File: src/rtl/fsa_pkg.sv
package fsa_pkg;

   typedef enum logic [3:0] {
      K_NONE, K_XFER, K_CMP, K_PGME, K_PGM, K_PERASE, K_BERASE, K_THRU, K_REWR
   } op_kind_t;

   typedef struct packed {
      op_kind_t kind;
      logic     buf_id;
      logic     prot;
   } op_info_t;

   function automatic op_info_t classify(input logic [7:0] op);
      op_info_t r;
      r = '{kind: K_NONE, buf_id: 1'b0, prot: 1'b0};
      case (op)
         8'h53: r = '{kind: K_XFER,   buf_id: 1'b0, prot: 1'b0};
         8'h55: r = '{kind: K_XFER,   buf_id: 1'b1, prot: 1'b0};
         8'h60: r = '{kind: K_CMP,    buf_id: 1'b0, prot: 1'b0};
         8'h61: r = '{kind: K_CMP,    buf_id: 1'b1, prot: 1'b0};
         8'h83: r = '{kind: K_PGME,   buf_id: 1'b0, prot: 1'b1};
         8'h86: r = '{kind: K_PGME,   buf_id: 1'b1, prot: 1'b1};
         8'h88: r = '{kind: K_PGM,    buf_id: 1'b0, prot: 1'b1};
         8'h89: r = '{kind: K_PGM,    buf_id: 1'b1, prot: 1'b1};
         8'h81: r = '{kind: K_PERASE, buf_id: 1'b0, prot: 1'b1};
         8'h50: r = '{kind: K_BERASE, buf_id: 1'b0, prot: 1'b1};
         8'h82: r = '{kind: K_THRU,   buf_id: 1'b0, prot: 1'b1};
         8'h85: r = '{kind: K_THRU,   buf_id: 1'b1, prot: 1'b1};
         8'h58: r = '{kind: K_REWR,   buf_id: 1'b0, prot: 1'b1};
         8'h59: r = '{kind: K_REWR,   buf_id: 1'b1, prot: 1'b1};
         default: ;
      endcase
      return r;
   endfunction

   function automatic logic is_status_op(input logic [7:0] op);
      return (op == 8'h57) || (op == 8'hD7);
   endfunction

   function automatic logic uses_buffer(input op_kind_t k);
      return (k != K_NONE) && (k != K_PERASE) && (k != K_BERASE);
   endfunction

   function automatic int max2(input int a, input int b);
      return (a > b) ? a : b;
   endfunction

endpackage

File: src/rtl/fsa_busy_timer.sv
module fsa_busy_timer #(
   parameter int CNT_W = 8
) (
   input  logic             clk,
   input  logic             rst_n,
   input  logic             load,
   input  logic [CNT_W-1:0] load_val,
   output logic             idle,
   output logic             last
);
   logic [CNT_W-1:0] cnt;

   always_ff @(posedge clk or negedge rst_n) begin
      if (!rst_n)          cnt <= '0;
      else if (load)       cnt <= load_val;
      else if (cnt != '0)  cnt <= cnt - 1'b1;
   end

   assign idle = (cnt == '0);
   assign last = (cnt == CNT_W'(1));

   assert_load_busy_R4: assert property (@(posedge clk) disable iff (!rst_n)
      (load && load_val != '0) |=> !idle);
   assert_last_then_idle_R4: assert property (@(posedge clk) disable iff (!rst_n)
      (last && !load) |=> idle);
endmodule

File: src/rtl/fsa_status_shift.sv
module fsa_status_shift
   import fsa_pkg::*;
(
   input  logic       clk,
   input  logic       rst_n,
   input  logic       sel,
   input  logic       op_valid,
   input  logic [7:0] op_code,
   input  logic       shift,
   input  logic [7:0] status,
   output logic       sr_bit,
   output logic       sr_oe
);
   logic       active;
   logic [2:0] idx;

   always_ff @(posedge clk or negedge rst_n) begin
      if (!rst_n) begin
         active <= 1'b0;
         idx    <= 3'd7;
      end else if (!sel) begin
         active <= 1'b0;
         idx    <= 3'd7;
      end else if (op_valid) begin
         active <= is_status_op(op_code);
         idx    <= 3'd7;
      end else if (active && shift) begin
         idx    <= idx - 3'd1;
      end
   end

   assign sr_oe  = active;
   assign sr_bit = active & status[idx];

   assert_wrap_R1: assert property (@(posedge clk) disable iff (!rst_n)
      (sel && !op_valid && active && shift && idx == 3'd0) |=> (idx == 3'd7));
   assert_oe_off_R10: assert property (@(posedge clk) disable iff (!rst_n)
      !sel |=> (!sr_oe && !sr_bit));
endmodule

File: src/rtl/flash_status_arbiter.sv
module flash_status_arbiter
   import fsa_pkg::*;
#(
   parameter int         PAGE_W     = 11,
   parameter int         PROT_PAGES = 256,
   parameter int         T_XFER     = 6,
   parameter int         T_CMP      = 5,
   parameter int         T_PGME     = 12,
   parameter int         T_PGM      = 9,
   parameter int         T_PERASE   = 8,
   parameter int         T_BERASE   = 14,
   parameter logic [2:0] DENS_CODE  = 3'b011,
   parameter logic [2:0] LOW_FILL   = 3'b000
) (
   input  logic              clk,
   input  logic              rst_n,
   input  logic              wp_n,
   input  logic              exec,
   input  logic [7:0]        exec_op,
   input  logic [PAGE_W-1:0] exec_page,
   input  logic              cmp_mismatch,
   input  logic              sel,
   input  logic              op_valid,
   input  logic [7:0]        op_code,
   input  logic              shift,
   output logic              rdy,
   output logic              err,
   output logic [1:0]        buf_lock,
   output logic              sr_bit,
   output logic              sr_oe
);
   localparam int T_REWR = T_XFER + T_PGME;
   localparam int T_MAX  = max2(max2(max2(T_XFER, T_CMP), max2(T_PGME, T_PGM)),
                                max2(max2(T_PERASE, T_BERASE), T_REWR));
   localparam int CNT_W  = $clog2(T_MAX + 1);
   localparam int BLK_LO = 3;

   generate
      if (PROT_PAGES > (1 << PAGE_W)) begin : g_bad_prot
         $error("PROT_PAGES exceeds the page space");
      end
      if (T_XFER < 1 || T_CMP < 1 || T_PGME < 1 || T_PGM < 1 ||
          T_PERASE < 1 || T_BERASE < 1) begin : g_bad_time
         $error("every operation time must be at least one cycle");
      end
   endgenerate

   op_info_t          cls;
   logic [PAGE_W-1:0] eff_page;
   logic              in_prot, is_array, accept, drop;
   logic [CNT_W-1:0]  dur;
   logic              t_idle, t_last;
   op_kind_t          cur_kind;
   logic              cur_buf;
   logic              cmp_flag;
   logic [7:0]        status;

   assign cls      = classify(exec_op);
   assign eff_page = (cls.kind == K_BERASE) ?
                     (exec_page & ~PAGE_W'((1 << BLK_LO) - 1)) : exec_page;
   assign in_prot  = !wp_n && cls.prot && (32'(eff_page) < PROT_PAGES);
   assign is_array = exec && (cls.kind != K_NONE);
   assign accept   = is_array && t_idle && !in_prot;
   assign drop     = is_array && (!t_idle || in_prot);

   always_comb begin
      case (cls.kind)
         K_XFER:   dur = CNT_W'(T_XFER);
         K_CMP:    dur = CNT_W'(T_CMP);
         K_PGME,
         K_THRU:   dur = CNT_W'(T_PGME);
         K_PGM:    dur = CNT_W'(T_PGM);
         K_PERASE: dur = CNT_W'(T_PERASE);
         K_BERASE: dur = CNT_W'(T_BERASE);
         K_REWR:   dur = CNT_W'(T_REWR);
         default:  dur = '0;
      endcase
   end

   fsa_busy_timer #(.CNT_W(CNT_W)) u_timer (
      .clk(clk), .rst_n(rst_n), .load(accept), .load_val(dur),
      .idle(t_idle), .last(t_last)
   );

   always_ff @(posedge clk or negedge rst_n) begin
      if (!rst_n) begin
         cur_kind <= K_NONE;
         cur_buf  <= 1'b0;
         cmp_flag <= 1'b0;
         err      <= 1'b0;
      end else begin
         if (accept) begin
            cur_kind <= cls.kind;
            cur_buf  <= cls.buf_id;
         end else if (t_last) begin
            cur_kind <= K_NONE;
         end
         if (t_last && cur_kind == K_CMP) cmp_flag <= cmp_mismatch;
         if (drop) err <= 1'b1;
      end
   end

   assign rdy = t_idle;

   generate
      for (genvar b = 0; b < 2; b++) begin : g_lock
         assign buf_lock[b] = !t_idle && uses_buffer(cur_kind) && (cur_buf == b[0]);
      end
   endgenerate

   assign status = {rdy, cmp_flag, DENS_CODE, LOW_FILL};

   fsa_status_shift u_shift (
      .clk(clk), .rst_n(rst_n), .sel(sel), .op_valid(op_valid),
      .op_code(op_code), .shift(shift), .status(status),
      .sr_bit(sr_bit), .sr_oe(sr_oe)
   );

   assert_accept_busy_R4: assert property (@(posedge clk) disable iff (!rst_n)
      accept |=> !rdy);
   assert_busy_drop_R5: assert property (@(posedge clk) disable iff (!rst_n)
      (is_array && !rdy) |=> (cur_kind == $past(cur_kind) || rdy));
   assert_protect_R6: assert property (@(posedge clk) disable iff (!rst_n)
      (is_array && in_prot && rdy) |=> (rdy && err));
   assert_cmp_hold_R7: assert property (@(posedge clk) disable iff (!rst_n)
      !(t_last && cur_kind == K_CMP) |=> $stable(cmp_flag));
   assert_lock_onehot_R8: assert property (@(posedge clk) disable iff (!rst_n)
      $onehot0(buf_lock) && (rdy -> buf_lock == 2'b00));
   assert_err_sticky_R11: assert property (@(posedge clk) disable iff (!rst_n)
      err |=> err);
endmodule

File: config.mk
export PLATFORM = sky130hd
export DESIGN_NAME = flash_status_arbiter
export DESIGN_NICKNAME = d
export VERILOG_FILES = /design/src/rtl/fsa_pkg.sv /design/src/rtl/fsa_busy_timer.sv /design/src/rtl/fsa_status_shift.sv /design/src/rtl/flash_status_arbiter.sv
export SDC_FILE = /design/constraint.sdc
export NUM_CORES = 1
export LEC_CHECK = 0
export BUFFER_PORTS_ARGS = -buffer_cell sky130_fd_sc_hd__buf_2
export CAP_MARGIN = 20
export CORE_MARGIN = 4
export CORE_UTILIZATION = 56
export CTS_CLUSTER_SIZE = 30
export DETAILED_ROUTE_END_ITERATION = 8
export PLACE_DENSITY = 0.82
export SYNTH_ARGS = -nofsm -noshare
export SYNTH_HDL_FRONTEND = slang
export SYNTH_HIERARCHICAL = 1
export SYNTH_SLANG_ARGS = --single-unit
File: constraint.sdc
create_clock -name clk -period 3.7 [get_ports clk]
set_input_delay 0.74 -clock clk [delete_from_list [all_inputs] [get_ports clk]]
set_output_delay 0.74 -clock clk [all_outputs]
set_load 0.02 [all_outputs]
# == Yosys cells after proc, flatten, opt, wreduce, memory -nomap -nowiden ==
# Memory sizes are Yosys's and may differ from the RTL's.
# Cells that the tools add are included.
# op_classes
n_eq_ne,23
reduce_logical,24
add_sub_neg,2
bitwise,2
mux,13
n_lt_le_gt_ge,2
# ops
operator,count
6-bit case mux with 14 select lines,1
8-bit by 7-bit == test with 1-bit output (second input constant),8
8-bit == test (second input constant),8
1-bit logical AND,13
3-bit two-way mux,4
11-bit by 9-bit < comparator with 1-bit output (second input constant),1
5-bit two-way mux,2
4-bit two-way mux,2
4-bit by 3-bit inequality test with 1-bit output (second input constant),2
4-bit nonzero test,2
5-bit by 1-bit == test with 1-bit output (second input constant),1
5-bit logical NOT,1
5-bit nonzero test,1
5-bit by 1-bit subtractor with 5-bit output (second input constant),1
4-bit by 2-bit == test with 1-bit output (second input constant),1
4-bit by 3-bit == test with 1-bit output (second input constant),1
3-bit by 4-bit < comparator with 1-bit output (second input constant),1
2-bit nonzero test,2
1-bit binary-select mux with 3-bit select,1
1-bit logical NOT,3
1-bit two-way mux,3
3-bit by 1-bit inequality test with 1-bit output (second input constant),1
3-bit by 1-bit subtractor with 3-bit output (second input constant),1
1-bit logical OR,2
other kinds (3),3
# totals
mem_count,1
word_cells,74
register_bits,16
out_inout_bits,6
in_bits,35
rom_bits,80
# mem_list
memory,words,word_bits,rd,rd_ports_with_merged_regs,write_ports,line,text
(name not given),16,5,1,0,0,flash_status_arbiter.sv:67,case (cls.kind)

# == Longest topological paths before layout ==
# Gate-level depths: netlist of run 1.
# logic_depth
ltp_word,9
mapped_depth,11
mapped_depth_nobuf,9

# == Modules after synthesis ==
# Netlist of run 1, hierarchy kept.
# by_module_without_submodules
mod,n_inst,seq_area_each_um2,area_each_um2,cells_each
flash_status_arbiter,1,175.2,835.8,100
fsa_busy_timer,1,125.1,300.3,29
fsa_status_shift,1,103.8,279.0,27

# == Worst setup path before layout of run 1 ==
# OpenSTA, ideal clock, no wires.
# synth_timing
path_type,register to output
startpoint,reg u_timer.cnt[0]
endpoint,out sr_bit
path_slack_ns,0.784
required_ns,2.960
path_stages_with_launch,7
t_arrival_ns,2.176
cell_sequence,dfrtp_1 inv_1 ha_1 nor4b_4 mux4_1 o22ai_1 a311oi_1
# synth_via
elab_chain_cells,4
# synth_rtl
item,line,text
start: declaration,fsa_busy_timer.sv:11,logic [CNT_W-1:0] cnt;
start signal: assignment,fsa_busy_timer.sv:15,else if (load) cnt <= load_val;
start signal: assignment,fsa_busy_timer.sv:16,else if (cnt != '0) cnt <= cnt - 1'b1;
5-bit logical NOT,fsa_busy_timer.sv:19,assign idle = (cnt == '0);
net rdy,flash_status_arbiter.sv:26,"output logic rdy,"
1-bit binary-select mux with 3-bit select,fsa_status_shift.sv:33,assign sr_bit = active & status[idx];
1-bit two-way mux (implied by the code),fsa_status_shift.sv:33,
1-bit AND,fsa_status_shift.sv:33,
end: declaration,flash_status_arbiter.sv:29,"output logic sr_bit,"
# The timed path passes the listed nets, and every way through them passes these cells. The select of a mux whose other input is x is not followed.

# == Worst setup path after layout of run 1 ==
# layout_timing
startpoint,reg u_timer.cnt[0]
endpoint,out sr_bit
# layout_via
elab_chain_cells,4
# layout_rtl
item,line
5-bit logical NOT,fsa_busy_timer.sv:19
1-bit binary-select mux with 3-bit select,fsa_status_shift.sv:33
1-bit two-way mux (implied by the code),fsa_status_shift.sv:33
1-bit AND,fsa_status_shift.sv:33
# Every way passes these cells. The select of a mux whose other input is x is not followed.

==> results of run 1 <==
==> how the worst max path moves through the flow <==
stage          cells after the start                          to  slack, ps                       start
2_1_floorplan                      6                      sr_bit        780  u_timer/cnt[0]$_DFFE_PN0P_
3_3_place_gp                       7  u_timer/cnt[3]$_DFFE_PN0P_        860                  exec_op[1]
3_5_place_dp                       7  u_timer/cnt[3]$_DFFE_PN0P_        840                  exec_op[1]
4_1_cts                            8                      sr_bit        710  u_timer/cnt[0]$_DFFE_PN0P_
5_1_grt                            8                      sr_bit        610  u_timer/cnt[1]$_DFFE_PN0P_
6_report                           8                      sr_bit        710  u_timer/cnt[0]$_DFFE_PN0P_
==> kinds of logic (layout without fill, tap and decap cells) <==
group | Yosys count | in the layout
and+or+nand+nor | 52 | 52
AOI/OAI and AO/OA | 42 | 42
buffers and inverters | 22 | 51
DFF | 16 | 16
muxes | 11 | 11
xor gates and xnor gates | 8 | 8
adders and majority gates | 3 | 3
other | 2 | 6
==> sequential cells by signal (all words and copies together) (netlist names) <==
register / count
cur_buf: 1
u_shift/sr_oe: 1
cur_kind: 4
cmp_flag: 1
u_timer/cnt: 5
u_shift/idx: 3
err: 1
==> worst register-to-register path: stages, from the launching register on <==
cell     delay (ps)
dfrtp_1         420
inv_1           120
ha_1            240
nor4b_4         210
buf_4           190
o41ai_1          80
a21o_1          170
a211o_1         410
inv_1           270
o21ai_0         130
==> stage by stage <==
step,area (um^2),total power [mW],setup WS (ps)
after floorplan,1430,0.411,784
final,1630,0.602,712
after global placement,1590,0.465,859
after global routing,1630,0.645,606
after detailed placement,1590,0.483,837
after CTS,1630,0.604,715
==> cell type report <==
cell class	count	area, um^2
Clock buffer	4	36.3
Sequential cell	16	404
Inverter	14	52.6
Tap cell	28	35.0
Fill cell	192	672
Timing Repair Buffer	33	170
Multi-Input combinational cell	122	927
==> where the power goes <==
part	switching [mW]	internal, mW	leakage, nW
clock network	0.0592	0.0601	0.0210
registers	0.0320	0.207	0.195
logic	0.123	0.121	0.559
==> cells in the mapped netlist, drive strengths merged (3+ instances only) <==
| cell type | number |
|---|---|
| inv | 14 |
| dfrtp | 13 |
| nand2 | 13 |
| o21ai | 7 |
| mux2 | 6 |
| nor2b | 6 |
| clkbuf | 5 |
| nand2b | 5 |
| nor2 | 5 |
| nor4b | 5 |
| xnor2 | 5 |
| a21oi | 4 |
| mux2i | 4 |
| a2111oi | 3 |
| a21o | 3 |
| buf | 3 |
| dfstp | 3 |
| ha | 3 |
| o31ai | 3 |
| xor2 | 3 |
==> placed cells by master (no fill, tap or decap), types with 3 or more instances in the layout <==
cell type  count
a21o_1         3
a21oi_1        4
buf_2         31
clkbuf_4       3
conb_1         6
dfrtp_1       13
dfstp_2        3
ha_1           3
inv_1         14
mux2_2         4
mux2i_1        4
nand2_1       13
nand2b_1       5
nor2_1         5
nor2b_1        6
nor4b_1        3
o21ai_0        5
o31ai_1        3
xnor2_1        5
xor2_1         3
==> metal layers <==
layer	vias up	routed length [um]	GRT usage (%)
met4	0	42	6.29
li1	640	-	-
met5	-	0	0
met1	606	1370	26.6
met3	5	217	3.12
met2	54	1560	34.9
==> qor.yml, run 1 <==
reg2reg_to: "u_timer/cnt[4]$_DFFE_PN0P_"
critPathSlowestCell: "mux4_1"
synthMuxAreaShare_pct: 9.99
fp.dieH_um: 58.3
critical_path_class: "flip-flop to output port"
finalNonFillerCells: 217
grt_pass1_vias: 1266
yosysSeqAreaShare_pct: 28.6
fin_util_pct: 70.8
overflow: 0
status: "finished, final reports clean"
routed_via_density: 6.01
synth_edf_count: 0
clkTransAtPathRegs_ps: 100
clock_latency_ps: 300
dp_hpwl_mm: 2.51
synthArstFlopShare_pct: 100
area_growth_syn_to_layout_pct: 14.9
clk_path_buf_depth: 2
synth-simple-area-share_pct: 23.6
htreeDepth: 1
finalSetupViolCount: 0
cts_buffers: 3
ys_types: 60
hold_viol_final: 0
power_density_nw_per_um2: 371
grt_usage_pct: 20.5
p_leak_nw: 0.775
grt_max_degree: 19
worstPathMaxFanout: 8
fmaxAchievable_ghz: 0.335
core_area_um2: 2300
rrSetupSlack_ps: 1330
tns_ps: 0
start_util_pct: 61.6
slew_viol_final: 0
route.vias.total: 1305
postCtsHoldBufs: 0
postSynthAreaPerCell_um2: 9.07
startpoint_type: "flip-flop"
syn_inst: 156
r2r_cells: 9
worstPathCellList: "inv_1, ha_1, nor4b_4, buf_4, mux4_1, o22ai_1, a311oi_1, buf_2"
synth_top_area_share_pct: 23.0
clkSinkCount: 16
post_cts_buffers: 0
worstMarginPinSlew_ps: 814
synth_seq_cells: 16
drive_gt1_share_pct: 30.2
skew_ps: 4.59
antenna_found_initial: 0
synthXorXnorAreaFrac_pct: 4.95
relSlewSlack_pct: 44.9
cp_top_family: "multiplexers"
path_buf_inv: 3
synth_compound_area_share_pct: 22.7
synth_fa_ha_area_share_pct: 2.65
drt_wl_total_mm: 3.19
ir_worst_vdd_uv: 324
row_count: 17
num_antenna_cells: 0
cp.required_ps: 2960
wl_per_cell_um: 14.7
io_pins: 41
r2r_start: "u_timer/cnt[0]$_DFFE_PN0P_"
gp_congestion: 0.859
drc: 0
die-area_um2: 3400
hold_class: "input port to async pin"
port_buffers: 31
finalCritPeriodShare_pct: 80.8
grt_first_pass_wirelength_mm: 5.55
drtIter0Drc: 36
die_w_um: 58.3
cp.arrival_ps: 2250
fin_crit_ps: 2990
cts_tree: "yes"
layout.nets: 228
whs_ps: 338
synthFlopType: "dfrtp_1"
syn_area_um2: 1420
yosysTopAreaCell: "dfrtp_1"
cts_root_buf: "clkbuf_4"
first_pass_iters: 4
postCtsResizedCells: 0
cpPeakStageDelay_ps: 470
yosys_warnings: 6
endpoint_kind: "output port"
synthTopCellsByArea: "dfrtp_1, dfstp_2, inv_1"
postRouteAntennaNets: 0
rsz0062_at_grt: "false"
dpl.cell_count: 213
cap_violations: 0
synth_top_family_by_area: "simple AND/OR/NAND/NOR gates"
No activity file was read; power rests on OpenSTA's default activity.
==> run 2, diff against run 1 <==
--- a/config.mk
+++ b/config.mk
@@ -8,10 +8,10 @@
 export BUFFER_PORTS_ARGS = -buffer_cell sky130_fd_sc_hd__buf_2
 export CAP_MARGIN = 20
 export CORE_MARGIN = 4
-export CORE_UTILIZATION = 56
+export CORE_UTILIZATION = 47
 export CTS_CLUSTER_SIZE = 30
 export DETAILED_ROUTE_END_ITERATION = 8
-export PLACE_DENSITY = 0.82
+export PLACE_DENSITY = 0.73
 export SYNTH_ARGS = -nofsm -noshare
 export SYNTH_HDL_FRONTEND = slang
 export SYNTH_HIERARCHICAL = 1
==> constraint.sdc (replaced) <==
create_clock -name clk -period 2.6 [get_ports clk]
set_input_delay 0.52 -clock clk [delete_from_list [all_inputs] [get_ports clk]]
set_output_delay 0.52 -clock clk [all_outputs]
set_load 0.02 [all_outputs]
==> run 2 against run 1 <==
  * Clock power grew 40%
  * Routed wire length up 3.2%
  * Register-to-register slack got worse by 980 ps
  * Flip-flop and latch count unchanged
  * Largest cell class unchanged
  * Combinational power rose by 58%
  * Hold slack got worse by 220 ps
  * Critical path type unchanged
  * First-iteration DRC count grew 8.3%
  * Via count shrank 0.69%
  * Global-route usage down 3.1 points
==> qor.yml, run 2 (synthesis gave the netlist of run 1 again) <==
finalNonFillerCells: 226
clock_latency_ps: 300
fp.dieH_um: 62.9
path_buf_inv: 2
status: "finished, final reports clean"
layout_commonest_cell: "buf_2"
htreeDepth: 1
fin_area_um2: 1700
layout.nets: 234
row_count: 19
hold_viol_final: 0
overflow: 0
critPathSlowestCell: "dfrtp_1"
worstMarginPinSlew_ps: 469
wl_per_cell_um: 14.6
postRouteAntennaNets: 0
regMostFlops: "u_timer/cnt"
routed_via_density: 5.73
slew_viol_final: 0
worstPathMaxFanout: 3
ir_worst_vdd_uv: 501
worstPathCellList: "inv_1, ha_4, nor4b_4, mux4_1, o22ai_1, a311oi_2, buf_4"
drtIter0Drc: 39
cts_root_buf: "clkbuf_4"
reg2reg_to: "u_timer/cnt[4]$_DFFE_PN0P_"
p_leak_nw: 0.804
drive_gt1_share_pct: 33.3
rsz0062_at_grt: "false"
gp_congestion: 0.848
cts_tree: "yes"
grt_usage_pct: 17.4
area_growth_syn_to_layout_pct: 19.8
power_density_nw_per_um2: 526
grt_pass1_vias: 1276
endpoint_kind: "output port"
fin_util_pct: 60.4
r2r_start: "u_timer/cnt[0]$_DFFE_PN0P_"
clk_path_buf_depth: 2
hold_class: "input port to async pin"
clkSinkCount: 16
relSlewSlack_pct: 67.9
reg_top3: "u_timer/cnt (5), cur_kind (4), u_shift/idx (3)"
start_util_pct: 50.4
dp_hpwl_mm: 2.61
cp.required_ps: 2080
grt_first_pass_wirelength_mm: 5.65
cap_violations: 0
cts_buffers: 3
finalSetupViolCount: 0
route.vias.total: 1296
fin_ws_ps: 86.6
cp_top_family: "flip-flops"
first_pass_iters: 4
clkTransAtPathRegs_ps: 100
whs_ps: 116
antenna_found_initial: 0
startpoint_type: "flip-flop"
fin_crit_ps: 2510
skew_ps: 6.01
die_w_um: 62.9
rrSetupSlack_ps: 350
fmaxAchievable_ghz: 0.398
drc: 0
port_buffers: 31
dpl_cell_area_um2: 1640
tns_ps: 0
die-area_um2: 3950
pre_cts_ws_ps: 103
io_pins: 41
num_antenna_cells: 0
layout_common_cells: "buf_2, inv_1, nand2_1, dfrtp_1, buf_4"
core_area_um2: 2810
cpPeakStageDelay_ps: 390
grt_max_degree: 18
r2r_cells: 9
dpl.cell_count: 221
cp.arrival_ps: 1990
critical_path_class: "flip-flop to output port"
drt_wl_total_mm: 3.29
total_power_mw: 0.891
finalCritPeriodShare_pct: 96.7
largest_reg_flops: 5
==> run 2: changes by cell type in the layout (fill, tap and decap cells not counted), sizes merged <==
cell	previous run	this run
buf	33	39
==> run 2: final cells by class <==
cell class	count	area, um^2
fill	247	1110
multi-input combinational	122	946
sequential	16	404
timing repair buffer	39	218
inverter	14	52.6
tap	31	38.8
clock buffer	4	36.3
==> run 2: worst max path at each step <==
stage	from	cells after the start	slack (ps)	to
final	u_timer/cnt[0]$_DFFE_PN0P_	7	90	sr_bit
after global routing	u_timer/cnt[0]$_DFFE_PN0P_	7	10	sr_bit
after CTS	u_timer/cnt[0]$_DFFE_PN0P_	7	10	sr_bit
after detailed placement	exec_op[7]	7	100	u_timer/cnt[4]$_DFFE_PN0P_
after global placement	exec_op[7]	8	120	u_timer/cnt[3]$_DFFE_PN0P_
after floorplan	u_timer/cnt[0]$_DFFE_PN0P_	6	70	sr_bit
==> run 2: report_power, final <==
group          internal (mW)  switching (mW)  total [mW]
Clock                 0.0855          0.0815       0.167
Combinational          0.200           0.186       0.387
Sequential             0.294          0.0436       0.337
Total                  0.580           0.312       0.891
==> run 2: timing repair <==
item / 4_1_cts / 5_1_grt
hold buffers: 0 / 0
setup buffers: 0 / 1
setup endpoints to repair: 0 / 1
gates resized for setup: 0 / 3
==> run 2: per-layer routing <==
metal  track usage, %  routed length, um  vias up
met5                0                  0        -
met1             22.4               1490      618
met2             29.0               1650       28
li1                 -                  -      648
met4             4.96                 10        0
met3             3.78                134        2
